$ cat config.mk
export PLATFORM = sky130hd
export DESIGN_NAME = mcsr_unit
export DESIGN_NICKNAME = d
export VERILOG_FILES = /design/src/rtl/mcsr_unit.sv
export SDC_FILE = /design/constraint.sdc
export NUM_CORES = 1
export LEC_CHECK = 0
export BUFFER_PORTS_ARGS = -buffer_cell sky130_fd_sc_hd__buf_2
export CELL_PAD_IN_SITES_DETAIL_PLACEMENT = 1
export CELL_PAD_IN_SITES_GLOBAL_PLACEMENT = 2
export CORE_MARGIN = 2
export CORE_UTILIZATION = 30
export DETAILED_ROUTE_END_ITERATION = 10
export PLACE_DENSITY = 0.86
export SLEW_MARGIN = 20
export SYNTH_ARGS = -nofsm -noshare
export SYNTH_HDL_FRONTEND = slang
export SYNTH_SLANG_ARGS = --single-unit
$ cat constraint.sdc
create_clock -name clk -period 3 [get_ports clk]
set_clock_uncertainty 0.2 [all_clocks]
set_input_delay 0.15 -clock clk [delete_from_list [all_inputs] [get_ports clk]]
set_output_delay 0.15 -clock clk [all_outputs]
set_load 0.05 [all_outputs]
$ cat src/rtl/mcsr_unit.sv
module mcsr_unit #(
  parameter logic [31:0] ISA_WORD = 32'h4010_1105
) (
  input  logic        clk,
  input  logic        rst_n,
  input  logic        csr_req,
  input  logic [1:0]  csr_op,
  input  logic [11:0] csr_addr,
  input  logic [31:0] csr_wdata,
  output logic [31:0] csr_rdata,
  output logic        csr_illegal,
  input  logic        trap_take,
  input  logic [31:0] trap_cause,
  input  logic [31:0] trap_epc,
  output logic [31:0] trap_target,
  input  logic        mret_take,
  output logic [31:0] mret_pc,
  output logic [1:0]  priv
);
  localparam logic [1:0] PRIV_M = 2'd3;

  logic [1:0]  priv_q;
  logic [31:0] mstatus_q, mie_q, mtvec_q, mscratch_q, mepc_q, mcause_q, cycle_q;
  logic        hit;
  logic [31:0] combined;
  logic        wr_en;

  always_comb begin
    hit = 1'b1;
    csr_rdata = 32'h0;
    case (csr_addr)
      12'h300: csr_rdata = mstatus_q;
      12'h301: csr_rdata = ISA_WORD;
      12'h304: csr_rdata = mie_q;
      12'h305: csr_rdata = mtvec_q;
      12'h340: csr_rdata = mscratch_q;
      12'h341: csr_rdata = mepc_q;
      12'h342: csr_rdata = mcause_q;
      12'h343, 12'h344: csr_rdata = 32'h0;
      12'hF11, 12'hF12, 12'hF13, 12'hF14: csr_rdata = 32'h0;
      12'hB00, 12'hB02: csr_rdata = cycle_q;
      default: hit = 1'b0;
    endcase
  end

  assign csr_illegal = !hit || (csr_addr[9:8] > priv_q) || (csr_op == 2'd3);

  assign combined = (csr_op == 2'd1) ? (csr_rdata | csr_wdata) :
                    (csr_op == 2'd2) ? (csr_rdata & ~csr_wdata) : csr_wdata;

  assign wr_en = csr_req && !csr_illegal && !trap_take;

  assign trap_target = (mtvec_q[0] && trap_cause[31])
                     ? {mtvec_q[31:1], 1'b0} + {trap_cause[29:0], 2'b00}
                     : {mtvec_q[31:1], 1'b0};
  assign mret_pc = mepc_q;
  assign priv    = priv_q;

  always_ff @(posedge clk) begin
    if (!rst_n) begin
      priv_q     <= PRIV_M;
      mstatus_q  <= '0;
      mie_q      <= '0;
      mtvec_q    <= '0;
      mscratch_q <= '0;
      mepc_q     <= '0;
      mcause_q   <= '0;
      cycle_q    <= '0;
    end else begin
      if (wr_en && (csr_addr == 12'hB00 || csr_addr == 12'hB02))
        cycle_q <= combined;
      else
        cycle_q <= cycle_q + 32'd1;

      if (wr_en) begin
        case (csr_addr)
          12'h304: mie_q      <= combined;
          12'h305: mtvec_q    <= combined & 32'hFFFF_FFFD;
          12'h340: mscratch_q <= combined;
          12'h341: mepc_q     <= combined & 32'hFFFF_FFFE;
          12'h342: mcause_q   <= combined & 32'h8000_00FF;
          default: ;
        endcase
      end

      if (trap_take) begin
        priv_q             <= PRIV_M;
        mstatus_q[12:11]   <= priv_q;
        mstatus_q[3]       <= 1'b0;
        if (mstatus_q[3]) mstatus_q[7] <= 1'b1;
        mcause_q           <= trap_cause;
        mepc_q             <= trap_epc;
      end else if (mret_take) begin
        priv_q       <= mstatus_q[12:11];
        mstatus_q[7] <= 1'b0;
        if (mstatus_q[7]) mstatus_q[3] <= 1'b1;
      end else if (wr_en && csr_addr == 12'h300) begin
        mstatus_q <= combined;
      end
    end
  end
endmodule

=== Yosys cells after proc, flatten, opt, wreduce, memory -nomap -nowiden ===
Index checks and enable logic that the tools add are counted.

* Add/sub/neg operators: 2
* Magnitude comparators: 1
* Equal/unequal tests: 21
* Mux-type cells: 20
* Bitwise operators: 6
* Reductions and logical operators: 29

{| class="wikitable"
|+ Operators with widths
! kind !! number
|-
| $mux 32 || 10
|-
| $pmux 32 s8 || 1
|-
| $eq 12x10->1 const B || 9
|-
| $eq 12x12->1 const B || 6
|-
| $add 32x1->32 const B || 1
|-
| $add 32x32->32 || 1
|-
| $and 32x32->32 || 1
|-
| $not 32->32 || 1
|-
| $or 32x32->32 || 1
|-
| $reduce_and 2->1 || 8
|-
| $reduce_or 15->1 || 1
|-
| $mux 13 || 1
|-
| $reduce_bool 2->1 || 5
|-
| $mux 1 || 6
|-
| $logic_and 1x1->1 || 5
|-
| $mux 5 || 1
|-
| $eq 2x2->1 const B || 2
|-
| $ne 2x1->1 const B || 2
|-
| $reduce_or 2->1 || 2
|-
| $logic_not 1->1 || 3
|-
| $logic_or 1x1->1 || 3
|-
| $not 1->1 || 3
|-
| $reduce_and 3->1 || 1
|-
| $reduce_bool 3->1 || 1
|-
| other kinds (4) || 4
|}

* Register bits after elaboration: 225
* Input port bits: 115
* Output and inout port bits: 99
* Logic and storage cells: 90

=== Longest topological paths before layout ===
* Depth in word-level cells: 13
* Mapped depth: 12
* Depth with buffers taken out: 11

=== Worst setup path after synthesis ===
No wires, ideal clock.

* Path kind: reg-to-output
* Start: reg mtvec_q[2]
* End: out trap_target[26]
* Data arrival time: 3729 ps
* Setup slack: -1079 ps
* Cell stages (with the launch flop): 12
* Path buffers: 0
* Path through: dfxtp_1 > ha_1 > inv_1 > fa_1 > nand2b_1 > a21oi_1 > o221a_2 > o21ai_1 > a2111oi_0 > o21ai_0 > and3_1 > o31ai_1

* Cells in the longest elaborated chain, start to end: 2

{| class="wikitable"
|+ Ends and longest elaborated chain
! element !! line !! source
|-
| from (decl) || 23 || <nowiki>logic [31:0] mstatus_q, mie_q, mtvec_q, mscratch_q, mepc_q, mcause_q, cycle_q;</nowiki>
|-
| from (signal assigned) || 78 || <nowiki>12'h305: mtvec_q <= combined & 32'hFFFF_FFFD;</nowiki>
|-
| $add 32x32->32 || 54 || <nowiki>? {mtvec_q[31:1], 1'b0} + {trap_cause[29:0], 2'b00}</nowiki>
|-
| $mux 32 || 54 ||
|-
| to (decl) || 15 || <nowiki>output logic [31:0] trap_target,</nowiki>
|}

No other way between the ends.

=== Final worst setup path ===
* Start: reg mtvec_q[2]
* End: out trap_target[28]

Same word-level chain as after synthesis.

==> qor.tcl <==
set qor(status) {finished with violations}
set qor(failed_checks) {negative hold slack, negative setup slack}
set qor(rr_startpoint) {priv[1]}
set qor(via_count_of_the_first_global_routing_pass) 16045
set qor(synth-adder-area-share) 0.0315
set qor(final_critical_path_setup_slack_ns) -0.674
set qor(critical_path_peak_fanout) 3
set qor(mostFrequentLayoutCells) {sky130_fd_sc_hd__nand2_1 (324), sky130_fd_sc_hd__dfxtp_1 (213), sky130_fd_sc_hd__buf_2 (167)}
set qor(initial_util) 0.303
set qor(fin_crit_sh) 1.22
set qor(required_ns) 2.65
set qor(yosysWarnings) 0
set qor(clk_latency_ns) 0.56
set qor(worst_setup_path_start_kind) {flip-flop}
set qor(synth_edf_count) 0
set qor(worst_case_hold_slack_ns) -0.00536
set qor(nFillCells) 5126
set qor(layout-drive-gt1-share) 0.292
set qor(synth-compound-area-share) 0.296
set qor(cts-buffers-inserted) 26
set qor(layout.nets) 2267
set qor(layout.cells.most_common) {sky130_fd_sc_hd__nand2_1}
set qor(maxSlewViolCount) 0
set qor(worst_setup_hold_path_clk_slew_ns) 0.06
set qor(clock_period_minus_worst_slack_ns) 3.67
set qor(die_width_um) 215
set qor(routedWlPerCell_um) 24.2
set qor(power_leakage_uw) 0.00820
set qor(class_of_the_tightest_hold_or_removal_check) {in -> reg}
set qor(drt_wl_total_mm) 66.1
set qor(syn-instance-count) 1705
set qor(delay_of_the_slowest_cell_on_the_worst_path_ns) 0.44
set qor(timing_hold_violations_final) 1
set qor(die-area_mm2) 0.0462
set qor(pin_count_of_the_biggest_net_entering_global_routing) 104
set qor(post_synth_mux_area_share) 0.0252
set qor(die_height_um) 215
set qor(synth.lib_cells_used.distinct) 70
set qor(avgSynthCellArea_um2) 7.84
set qor(synth_area_leader_cell) {sky130_fd_sc_hd__dfxtp_1}
set qor(ir_drop_mv) 0.267
set qor(finalPower_uw) 7880
set qor(worst_slew_pin_slew_ns) 0.696
set qor(antenna_found_initial) 0
set qor(slew-limit-headroom) 0.536
set qor(cp_arrival_ns) 3.32
set qor(htree_num_levels) 1
set qor(numClockSinks) 225
set qor(ant_nets) 0
set qor(summed_instance_area_of_the_synthesized_netlist_mm2) 0.0134
set qor(slowest_stage) {sky130_fd_sc_hd__or4_4}
set qor(critical_path.startpoint) {mtvec_q[2]}
set qor(drt_iter0_markers) 1433
set qor(tritoncts_clock_tree) {done}
set qor(cp_cell_sequence) {ha_4 -> inv_2 -> fa_2 -> nand2b_4 -> a21oi_4 -> o221a_4 -> o21ai_4 -> a2111oi_4 -> nor4_2 -> or4_4 -> nand3_4 -> buf_8}
set qor(synth_seq_area_share) 0.337
set qor(core_mm2) 0.0441
set qor(setup_violations) 22
set qor(ys_dominant_reg_cell) {sky130_fd_sc_hd__dfxtp_1}
set qor(endpoint_kind) {output pin}
set qor(ys_async_sr_fraction) 0
set qor(routed_via_density) 5.68
set qor(clock_path_buffers) 3
set qor(power-per-cell-area_mw_per_mm2) 394
set qor(max_cap_viol_count) 0
set qor(io_buffers) 211
set qor(grt.total_usage) 0.270
set qor(synth_top_family_by_area) {compound AO/OA/AOI/OAI gates}
set qor(yosys_register_bits) 225
set qor(timing.fmax_mhz) 272
set qor(areaGrowthSynthToFinish_pct) 49.5
set qor(setup_repair_after_global_routing_missed_its_margin) {true}
set qor(placementRows) 77
set qor(grt_overflow_total) 0
set qor(ioPinCount) 214
set qor(cts.root.buffer_cell) {sky130_fd_sc_hd__clkbuf_16}
set qor(place.detailed.hpwl_mm) 45.4
set qor(antenna-diode-count) 0
set qor(vias) 15524
set qor(detailedRoute.firstPassIterationCount) 6
set qor(yosys.area_share.xor_xnor) 0.0524
set qor(hold_path_start) {csr_wdata[29]}
set qor(yosys.area.top_type_share) 0.337
set qor(synth-simple-area-share) 0.207
set qor(setup.worst_path.class) {reg -> out}
set qor(grt_pass1_wl_mm) 97.8
set qor(drcViolationCount) 0
set qor(last_weighted_congestion_value_of_the_routability_driven_placer) 0.979
set qor(synthTopCellsByArea) {sky130_fd_sc_hd__dfxtp_1 (34%), sky130_fd_sc_hd__nand2_1 (9.2%), sky130_fd_sc_hd__a22oi_1 (5.8%), sky130_fd_sc_hd__a21boi_1 (4.2%), sky130_fd_sc_hd__xor2_1 (3.9%)}
==> through the flow <==
stage	worst slack, ns	util	TNS (ns)	cells	cell area [um^2]
3_5_place_dp	-0.203	0.381	-1.01	2555	16800
4_1_cts	-0.665	0.445	-5.08	2720	19600
6_report	-0.674	0.453	-7.61	2731	20000
5_1_grt	-0.710	0.453	-8.87	2731	20000
3_3_place_gp	-0.155	0.381	-0.496	2555	16800
2_1_floorplan	-0.0903	-	-0.133	1706	13500
==> power by group <==
part           switching (uW)  leakage, uW  internal [uW]
combinational             649      0.00590            481
clock                    1410     0.000468           2220
sequential               72.9      0.00183           3040
total                    2130      0.00820           5740
==> final cells by class <==
cell class | count | area [um^2] | share of cell area
multi-input combinational | 1324 | 9090 | 0.455
timing repair buffer | 523 | 4570 | 0.229
sequential | 225 | 4520 | 0.226
clock buffer | 34 | 762 | 0.0382
tap | 592 | 741 | 0.0371
clock inverter | 14 | 213 | 0.0106
inverter | 19 | 75.1 | 0.00376
==> layer usage <==
metal,vias to the layer above,routed length (um),global-route usage
met5,-,0,0
met4,0,2510,0.104
met3,123,4500,0.0368
met2,603,30700,0.440
met1,7811,28400,0.363
li1,6987,-,-
==> cells by family after synthesis <==
group                    Yosys count
AO/OA/AOI/OAI                    564
multiplexers                      30
flip-flops                       225
XOR/XNOR                          80
buffers and inverters            157
other                              1
adder cells (fa/ha/maj)           33
AND/OR/NAND/NOR                  615
==> flip-flops by register name, summed over array words and instances, names as in the netlist <==
name        cells
mtvec_q        31
mie_q          32
mstatus_q      32
priv            2
mret_pc        32
cycle_q        32
mscratch_q     32
mcause_q       32
==> critical path: cells and delay by family (launching register included) <==
family          cells  cell delay [ns]
flops               1             0.36
fa+ha+maj           2             0.47
simple gates        4             0.80
buf+inv             2             0.19
compound gates      4             0.94
==> worst paths after layout <==
| check | to | slack [ns] | depth (start not counted) |
|---|---|---|---|
| max | trap_target[28] | -0.67 | 12 |
| min | cycle_q[29] | -0.005 | 4 |
| max reg2reg | mtvec_q[25] | 0.13 | 12 |
| min reg2reg | mie_q[3] | 0.25 | 2 |
==> repair_timing <==
action	in CTS	in global routing
hold buffers	103	0
pin swaps	41	32
resized for setup	161	60
hold endpoints to repair	124	0
endpoints found under the setup margin	23	33
buffers inserted	14	13
==> synthesized netlist by cell type, types with 32 or more instances <==
| cell | instances |
|---|---|
| sky130_fd_sc_hd__nand3_1 | 97 |
| sky130_fd_sc_hd__nand2_1 | 328 |
| sky130_fd_sc_hd__xor2_1 | 60 |
| sky130_fd_sc_hd__ha_1 | 32 |
| sky130_fd_sc_hd__dfxtp_1 | 225 |
| sky130_fd_sc_hd__nor2_1 | 69 |
| sky130_fd_sc_hd__clkbuf_1 | 93 |
| sky130_fd_sc_hd__o21ai_0 | 103 |
| sky130_fd_sc_hd__a21oi_1 | 44 |
| sky130_fd_sc_hd__a22oi_1 | 103 |
| sky130_fd_sc_hd__buf_2 | 35 |
| sky130_fd_sc_hd__a21boi_1 | 75 |
| sky130_fd_sc_hd__a21boi_0 | 36 |
Note: power is estimated with default switching activity, not from simulation.
